$ cat src/rtl/sysctl_pkg.sv
package sysctl_pkg;
  localparam int unsigned DW        = 32;
  localparam logic [15:0] UNLOCK_KEY = 16'h05FA;
  localparam logic [15:0] READ_SIG   = 16'hFA05;
  localparam int unsigned END_BIT   = 15;
  localparam int unsigned GRP_LSB   = 8;
  localparam int unsigned GRP_W     = 3;
  localparam int unsigned NPULSE    = 3;   // bits 2:0
  localparam int unsigned REQ_BIT   = 2;
endpackage

$ cat src/rtl/sysctl_key_check.sv
module sysctl_key_check #(
  parameter int unsigned AW = 8,
  parameter logic [AW-1:0] REG_ADDR = '0
) (
  input  logic          sel_i,
  input  logic          we_i,
  input  logic [AW-1:0] addr_i,
  input  logic [15:0]   key_i,
  output logic          hit_o,
  output logic          wr_ok_o
);
  import sysctl_pkg::*;
  assign hit_o   = sel_i && (addr_i == REG_ADDR);
  assign wr_ok_o = hit_o && we_i && (key_i == UNLOCK_KEY);
endmodule

$ cat src/rtl/sysctl_fields.sv
module sysctl_fields #(
  parameter int unsigned GW = 3
) (
  input  logic          clk_i,
  input  logic          rst_ni,
  input  logic          big_endian_i,
  input  logic          wr_ok_i,
  input  logic [GW-1:0] grp_wdata_i,
  output logic [GW-1:0] grp_o,
  output logic          endian_o
);
  always_ff @(posedge clk_i or negedge rst_ni) begin
    if (!rst_ni)      grp_o <= '0;
    else if (wr_ok_i) grp_o <= grp_wdata_i;
  end

  // captured only while reset is held; writes never reach it
  always_ff @(posedge clk_i) begin
    if (!rst_ni) endian_o <= big_endian_i;
  end

  AST_GRP_HOLD: assert property (@(posedge clk_i) disable iff (!rst_ni)
    !wr_ok_i |=> $stable(grp_o));
  AST_ENDIAN_FIXED: assert property (@(posedge clk_i) disable iff (!rst_ni)
    1'b1 |=> $stable(endian_o));
endmodule

$ cat src/rtl/sysctl_pulse_gen.sv
module sysctl_pulse_gen #(
  parameter int unsigned NP = 3
) (
  input  logic          clk_i,
  input  logic          rst_ni,
  input  logic          wr_ok_i,
  input  logic [NP-1:0] bits_i,
  output logic [NP-1:0] pulse_o
);
  for (genvar i = 0; i < NP; i++) begin : g_pulse
    always_ff @(posedge clk_i or negedge rst_ni) begin
      if (!rst_ni) pulse_o[i] <= 1'b0;
      else         pulse_o[i] <= wr_ok_i && bits_i[i];
    end
    AST_PULSE_SRC: assert property (@(posedge clk_i) disable iff (!rst_ni)
      !wr_ok_i |=> !pulse_o[i]);
  end
endmodule

$ cat src/rtl/sysctl_keyed_reg.sv
module sysctl_keyed_reg
  import sysctl_pkg::*;
#(
  parameter int unsigned AW = 8,
  parameter logic [AW-1:0] REG_ADDR = 8'h0C
) (
  input  logic          clk_i,
  input  logic          rst_ni,
  input  logic          big_endian_i,
  input  logic          sel_i,
  input  logic          we_i,
  input  logic [AW-1:0] addr_i,
  input  logic [31:0]   wdata_i,
  output logic [31:0]   rdata_o,
  output logic [2:0]    prigroup_o,
  output logic          sys_rst_req_o,
  output logic [1:0]    aux_pulse_o
);
  logic hit, wr_ok, endian;
  logic [GRP_W-1:0]  grp;
  logic [NPULSE-1:0] pulses;
  logic unused_wdata;

  assign unused_wdata = ^{wdata_i[15:11], wdata_i[7:3]};

  sysctl_key_check #(.AW(AW), .REG_ADDR(REG_ADDR)) u_key (
    .sel_i(sel_i), .we_i(we_i), .addr_i(addr_i), .key_i(wdata_i[31:16]),
    .hit_o(hit), .wr_ok_o(wr_ok)
  );

  sysctl_fields #(.GW(GRP_W)) u_fields (
    .clk_i(clk_i), .rst_ni(rst_ni), .big_endian_i(big_endian_i),
    .wr_ok_i(wr_ok), .grp_wdata_i(wdata_i[GRP_LSB +: GRP_W]),
    .grp_o(grp), .endian_o(endian)
  );

  sysctl_pulse_gen #(.NP(NPULSE)) u_pulse (
    .clk_i(clk_i), .rst_ni(rst_ni), .wr_ok_i(wr_ok),
    .bits_i(wdata_i[NPULSE-1:0]), .pulse_o(pulses)
  );

  always_comb begin
    rdata_o = '0;
    if (hit) begin
      rdata_o[31:16]                = READ_SIG;
      rdata_o[END_BIT]              = endian;
      rdata_o[GRP_LSB +: GRP_W]     = grp;
    end
  end

  assign prigroup_o    = grp;
  assign sys_rst_req_o = pulses[REQ_BIT];
  assign aux_pulse_o   = pulses[1:0];

  AST_KEY_GATE: assert property (@(posedge clk_i) disable iff (!rst_ni)
    sys_rst_req_o |-> $past(sel_i && we_i && addr_i == REG_ADDR
                            && wdata_i[31:16] == 16'h05FA && wdata_i[2]));
  AST_REQ_ONE_CYCLE: assert property (@(posedge clk_i) disable iff (!rst_ni)
    (sys_rst_req_o && !(sel_i && we_i && addr_i == REG_ADDR && wdata_i[31:16] == 16'h05FA))
    |=> !sys_rst_req_o);
  AST_SIG_READ: assert property (@(posedge clk_i) disable iff (!rst_ni)
    (sel_i && addr_i == REG_ADDR) |-> rdata_o[31:16] == 16'hFA05);
  AST_RSVD_ZERO: assert property (@(posedge clk_i) disable iff (!rst_ni)
    rdata_o[14:11] == 4'h0 && rdata_o[7:0] == 8'h00);
  AST_GRP_SURVIVES_REQ: assert property (@(posedge clk_i) disable iff (!rst_ni)
    (sys_rst_req_o && !we_i) |=> $stable(prigroup_o));
  AST_NOSEL_ZERO: assert property (@(posedge clk_i) disable iff (!rst_ni)
    !sel_i |-> rdata_o == 32'h0);
endmodule

$ cat config.mk
export PLATFORM = sky130hd
export DESIGN_NAME = sysctl_keyed_reg
export DESIGN_NICKNAME = d
export VERILOG_FILES = /design/src/rtl/sysctl_pkg.sv /design/src/rtl/sysctl_key_check.sv /design/src/rtl/sysctl_fields.sv /design/src/rtl/sysctl_pulse_gen.sv /design/src/rtl/sysctl_keyed_reg.sv
export SDC_FILE = /design/constraint.sdc
export NUM_CORES = 1
export LEC_CHECK = 0
export BUFFER_PORTS_ARGS = -buffer_cell sky130_fd_sc_hd__buf_2
export CAP_MARGIN = 20
export CORE_MARGIN = 2
export CORE_UTILIZATION = 27
export DETAILED_ROUTE_END_ITERATION = 8
export GPL_TIMING_DRIVEN = 0
export PLACE_DENSITY = 0.8
export SLEW_MARGIN = 20
export SYNTH_ARGS = -nofsm -noshare
export SYNTH_HDL_FRONTEND = slang
export SYNTH_SLANG_ARGS = --single-unit
$ cat constraint.sdc
create_clock -name clk_i -period 1.7 [get_ports clk_i]
set_input_delay 0.255 -clock clk_i [delete_from_list [all_inputs] [get_ports clk_i]]
set_output_delay 0.255 -clock clk_i [all_outputs]
set_load 0.02 [all_outputs]
==> results.sh, run 1 <==
export IMPL_layout_commonest_cell="buf_2"
export IMPL_htree_num_levels=1
export IMPL_max_freq_mhz=580
export IMPL_timing_slew_headroom_pct=66.9
export IMPL_worstPathCellList="buf_6 -> nor4_4 -> nand3_2 -> nor4b_4 -> buf_6 -> and2_4 -> buf_6"
export IMPL_clkLatencyLatePin_ps=250
export IMPL_dieArea_um2=2600
export IMPL_avgSynthCellArea_um2=10.1
export IMPL_period_minus_slack_ps=1720
export IMPL_grt_start_max_net_pins=8
export IMPL_stdcell_count=166
export IMPL_critical_path_class="in -> out"
export IMPL_cpMostUsedCell="buf_6"
export IMPL_dpl_cell_area_um2=976
export IMPL_worstMarginPinSlew_ps=493
export IMPL_hpwl_um=1210
export IMPL_cp_data_arrival_time_ps=1470
export IMPL_hold_path_class="in -> reg"
export IMPL_gr_usage_all_layers_pct=14.6
export IMPL_cts_sinks=7
export IMPL_cp_slowest_cell="nor4b_4"
export IMPL_nets=184
export IMPL_violations="setup timing"
export IMPL_synth_area_um2=597
export IMPL_setup_ws_ps=-22.8
export IMPL_cts_tree="yes"
export IMPL_yosys_warnings=0
export IMPL_pin_count=83
export IMPL_r2r_cells=1
export IMPL_start_kind="primary input"
export IMPL_worstHoldPathCells=1
export IMPL_cp_data_required_time_ps=1440
export IMPL_antenna_found_initial=0
export IMPL_ant_nets=0
export IMPL_path_clk_slew_ps=50
export IMPL_endpoint_kind="output port"
export IMPL_finalSetupViolations=4
export IMPL_ys_types=17
export IMPL_grt_pass1_wl_um=2790
export IMPL_grt_ovfl_total=0
export IMPL_start_util_pct=27.8
export IMPL_cts_buffer_depth=2
export IMPL_netlist_instances=59
export IMPL_seq_area_frac_synth_pct=30.2
export IMPL_yosys_register_bits=7
export IMPL_root_buffer="clkbuf_4"
export IMPL_core_um2=2150
export IMPL_power_total_w=0.000459
export IMPL_area_delta_synth_final_pct=95.6
export IMPL_total_leakage_power_nw=0.686
export IMPL_drive_gt1_share_pct=70.3
export IMPL_wl_um=1870
export IMPL_cts_buffers=3
export IMPL_firstDrtPassIters=1
export IMPL_fin_area_um2=1170
export IMPL_finalSetupTns_ps=-53.5
export IMPL_antennaDiodeCount=0
export IMPL_die_h_um=51.0
export IMPL_drc=0
export IMPL_final_setup_skew_ps=0
export IMPL_drv_slew=0
export IMPL_drtIter0Drc=0
export IMPL_vdd_drop_max_uv=279
export IMPL_place_inst=158
export IMPL_status="complete, but fails checks"
export IMPL_vias=632
export IMPL_rsz0062_at_grt="true"
export IMPL_final_cell_mix="buf_2, buf_4, buf_6"
export IMPL_cpPeakStageDelay_ps=290
export IMPL_pre_cts_slack_ps=-291
export IMPL_globalplace_congestion=0.644
export IMPL_maxCapViolCount=0
export IMPL_via_per_inst=3.81
export IMPL_period_share_pct=101
export IMPL_fp_dieW_um=51.0
export IMPL_critPathMaxFanout=6
export IMPL_numPortBuffers=52
export IMPL_first_global_vias=616
export IMPL_power_density_nw_per_um2=394
export IMPL_rows=17
export IMPL_hold_viol_final=0
export IMPL_wl_per_cell_um=11.3
==> state kept, by name, indices dropped and copies added (netlist names) <==
register           cells
u_fields.endian_o      1
u_pulse.pulse_o        3
u_fields.grp_o         3
==> repair_timing <==
item | 4_1_cts | 5_1_grt
pin swaps | 7 | 1
hold buffers | 1 | 0
gates resized for setup | 40 | 0
setup buffers | 2 | 0
cloned | 1 | 0
endpoints found under the setup margin | 12 | 12
endpoints found under the hold margin | 6 | 0
==> metal layers <==
layer  up-vias  wire length (um)  GRT usage [%]
li1        304                 -              -
met1       273               587           12.7
met2        51              1000           28.1
met3         4               249           5.85
met4         0                35           7.66
met5         -                 0              0
==> worst paths after layout <==
kind | end | slack, ps | from
max | rdata_o[8] | -20 | addr_i[4]
min | u_fields.endian_o | 200 | big_endian_i
max reg2reg | u_fields.grp_o[0] | 900 | u_fields.grp_o[0]
min reg2reg | u_fields.grp_o[2] | 540 | u_fields.grp_o[2]
max in group asynchronous | u_pulse.pulse_o[0] | 1190 | rst_ni
min in group asynchronous | u_fields.grp_o[0] | 360 | rst_ni
==> kinds of logic after synthesis <==
logic type / Yosys count / share of synthesized area (%)
buffers and inverters: 29 / 35.8
DFF: 7 / 30.2
muxes: 3 / 7.55
other: 1 / 0.628
and+or+nand+nor: 19 / 25.8
==> cells in the mapped netlist, drive strengths merged <==
cell    count  area share, %
and2        7            7.3
buf        28             35
conb        1           0.63
dfrtp       6             25
edfxtp      1            5.0
inv         1           0.63
mux2        3            7.5
nand3       3            3.4
nand4       1            1.0
nor2        1           0.63
nor2b       1            1.0
nor3        1           0.84
nor4        2            5.7
nor4b       1            2.5
nor4bb      2            3.4
==> layout make-up <==
| cell class | instances | area [um^2] |
|---|---|---|
| fill | 186 | 981 |
| timing repair buffer | 56 | 388 |
| multi-input combinational | 42 | 302 |
| buffer | 28 | 233 |
| sequential | 7 | 180 |
| tap | 28 | 35.0 |
| clock buffer | 4 | 26.3 |
| inverter | 1 | 3.75 |
==> stage by stage <==
| step | util (%) | hold slack [ps] |
|---|---|---|
| 6_report | 54.3 | 205 |
| 5_1_grt | 54.3 | 175 |
| 4_1_cts | 54.3 | 196 |
| 3_5_place_dp | 45.4 | 87.9 |
| 3_3_place_gp | 45.4 | 83.2 |
| 2_1_floorplan | - | -40.6 |
==> critical path, delay by kind of cell <==
family / cells / cell delay, ps
and+or+nand+nor: 4 / 820
buffers and inverters: 3 / 380
==> where the power goes <==
group	switching [W]	internal, W
logic	0.0000704	0.0000700
clock network	0.0000566	0.0000893
registers	0.000000707	0.000172
(Power assumes the default switching activity.)
==> inputs of run 2 (changes only) <==
Settings changed: ABC_AREA set to 1, CORE_UTILIZATION 27 to 28, PLACE_DENSITY 0.8 to 0.79.
==> results.sh, run 2 <==
export IMPL_hold_viol_final=0
export IMPL_gr_usage_all_layers_pct=9.84
export IMPL_synthTopCellsByCount="buf_4, inv_1, nand2_1"
export IMPL_yosysMostFrequentCell="buf_4"
export IMPL_seq_area_frac_synth_pct=27.3
export IMPL_met3_usage_pct=0.857
export IMPL_r2r_slack_ps=1070
export IMPL_cts_resized=0
export IMPL_intPower_w=0.000329
export IMPL_vias=686
export IMPL_globalplace_congestion=0.686
export IMPL_pre_cts_slack_ps=205
export IMPL_rsz0062_at_grt="false"
export IMPL_p_sw_w=0.000132
export IMPL_period_share_pct=87.7
export IMPL_fp_dieW_um=52.6
export IMPL_final_cell_mix="buf_2, buf_4, conb_1"
export IMPL_hold_end="u_fields.endian_o"
export IMPL_grt_start_max_net_pins=14
export IMPL_busiest_layer="met2"
export IMPL_drc=0
export IMPL_cts_sinks=7
export IMPL_dieArea_um2=2760
export IMPL_rows=17
export IMPL_n_fill_cell=244
export IMPL_pin_count=83
export IMPL_worstHoldPathCells=1
export IMPL_netlist_instances=91
export IMPL_cts_buffer_depth=2
export IMPL_cp_data_required_time_ps=1440
export IMPL_path_clk_slew_ps=50
export IMPL_critical_path_class="in -> out"
export IMPL_first_global_vias=538
export IMPL_synthTopCellsByArea="buf_4, dfrtp_1, inv_1, nand2_1, nor2_2"
export IMPL_synth_top_area_share_pct=31.8
export IMPL_nets=213
export IMPL_cts_tree="yes"
export IMPL_critPathMaxFanout=13
export IMPL_firstDrtPassIters=4
export IMPL_area_delta_synth_final_pct=61.0
export IMPL_finalSetupTns_ps=0
export IMPL_power_frac_clock_pct=32.7
export IMPL_grt_ovfl_total=0
export IMPL_start_util_pct=29.9
export IMPL_min_from="big_endian_i"
export IMPL_wl_um=1380
export IMPL_p_seq_share_pct=37.5
export IMPL_htree_num_levels=1
export IMPL_r2r_start="u_fields.grp_o[2]"
export IMPL_synth_main_ff_cell="dfrtp_1"
export IMPL_r2r_end="u_fields.grp_o[2]"
export IMPL_antenna_found_initial=0
export IMPL_yosys_warnings=0
export IMPL_period_minus_slack_ps=1490
export IMPL_antennaDiodeCount=0
export IMPL_ant_nets=0
export IMPL_drv_slew=0
export IMPL_synth_area_um2=661
export IMPL_start_kind="primary input"
export IMPL_drive_gt1_share_pct=55.7
export IMPL_setup_ws_ps=210
export IMPL_met1_usage_pct=9.63
export IMPL_core_um2=2210
export IMPL_max_freq_mhz=671
export IMPL_layout_commonest_cell="buf_2"
export IMPL_maxCapViolCount=0
export IMPL_synth_largest_area_cell="buf_4"
export IMPL_use_met2_pct=18.5
export IMPL_total_leakage_power_nw=0.706
export IMPL_yosys_register_bits=7
export IMPL_synth_edf_count=1
export IMPL_via_per_inst=3.52
export IMPL_avgSynthCellArea_um2=7.26
export IMPL_sw_frac_of_total_pct=28.6
export IMPL_r2r_cells=2
export IMPL_die_h_um=52.6
export IMPL_vdd_drop_max_uv=182
export IMPL_status="complete, no violations"
export IMPL_drtIter0Drc=5
export IMPL_endpoint_kind="output port"
export IMPL_hold_path_class="in -> reg"
export IMPL_top_regs="u_fields.grp_o (3), u_pulse.pulse_o (3), u_fields.endian_o (1)"
export IMPL_ys_types=12
export IMPL_synthArstFlopShare_pct=85.7
export IMPL_clkLatencyLatePin_ps=250
export IMPL_cts_buffers=3
export IMPL_power_density_nw_per_um2=433
export IMPL_grt_pass1_wl_um=2010
export IMPL_finalSetupViolations=0
export IMPL_hpwl_um=1230
export IMPL_combPwrFrac_pct=29.7
export IMPL_cp_data_arrival_time_ps=1240
export IMPL_wl_per_cell_um=7.07
export IMPL_final_setup_skew_ps=0
export IMPL_root_buffer="clkbuf_4"
export IMPL_numPortBuffers=52
==> run 2: cell types whose count changed after synthesis, sizes merged, moves of 3 or more <==
cell / delta
inv: +17
nand2: +15
nor2: +15
and2: -7
mux2: -3
nand4: +3
==> run 2: through the flow <==
stage                     cells  hold slack (ps)  total power, W  area [um^2]  util, %
after floorplan             110            -40.6        0.000268          732        -
after global placement      190             84.6        0.000308         1030     46.4
after detailed placement    190             90.4        0.000310         1030     46.4
after CTS                   195              178        0.000465         1060     48.1
after global routing        195              175        0.000488         1060     48.1
final                       195              185        0.000460         1060     48.1
==> run 2: worst max-delay path by stage <==
stage                    from           to
finish              addr_i[7]   rdata_o[8]
global route        addr_i[2]   rdata_o[8]
CTS                 addr_i[0]  rdata_o[10]
detailed placement  addr_i[0]  rdata_o[10]
global placement    addr_i[0]   rdata_o[8]
floorplan           addr_i[7]  rdata_o[10]
==> run 2: cell families after synthesis <==
logic type | Yosys count | share of synthesized area (%)
buffers and inverters | 46 | 42.0
and+or+nand+nor | 37 | 30.1
DFF | 7 | 27.3
other | 1 | 0.568
==> run 2: routing by layer <==
metal  vias to the layer above  share of wire, %
li1                        369                 -
met3                         5                14
met2                        42                48
met4                         0               2.8
met5                         -                 0
met1                       270                35
==> run 2: final cells by class <==
class | instances | area, um^2 | area share [%]
inverter | 18 | 67.6 | 6.35
tap | 28 | 35.0 | 3.29
buffer | 28 | 210 | 19.8
sequential | 7 | 180 | 16.9
multi-input combinational | 57 | 274 | 25.8
clock buffer | 4 | 26.3 | 2.47
timing repair buffer | 53 | 270 | 25.4
==> run 2: what timing repair did <==
action | CTS | global route
buffers inserted | 0 | 0
hold buffers | 1 | 0
endpoints found under the setup margin | 0 | 0
endpoints found under the hold margin | 6 | 0
==> run 2: power groups by stage <==
stage | clock network, W | registers (W) | logic (W)
floorplan | 0 | 0.000176 | 0.0000919
global placement | 0 | 0.000176 | 0.000132
detailed placement | 0 | 0.000176 | 0.000134
CTS | 0.000156 | 0.000173 | 0.000136
global route | 0.000165 | 0.000173 | 0.000151
finish | 0.000151 | 0.000173 | 0.000137
==> run 2: critical path, stage by stage <==
cell,delay (ps)
buf_2,100
nor2_2,100
nand3_2,90
nor2_4,270
inv_1,140
nor2_1,110
buf_2,170
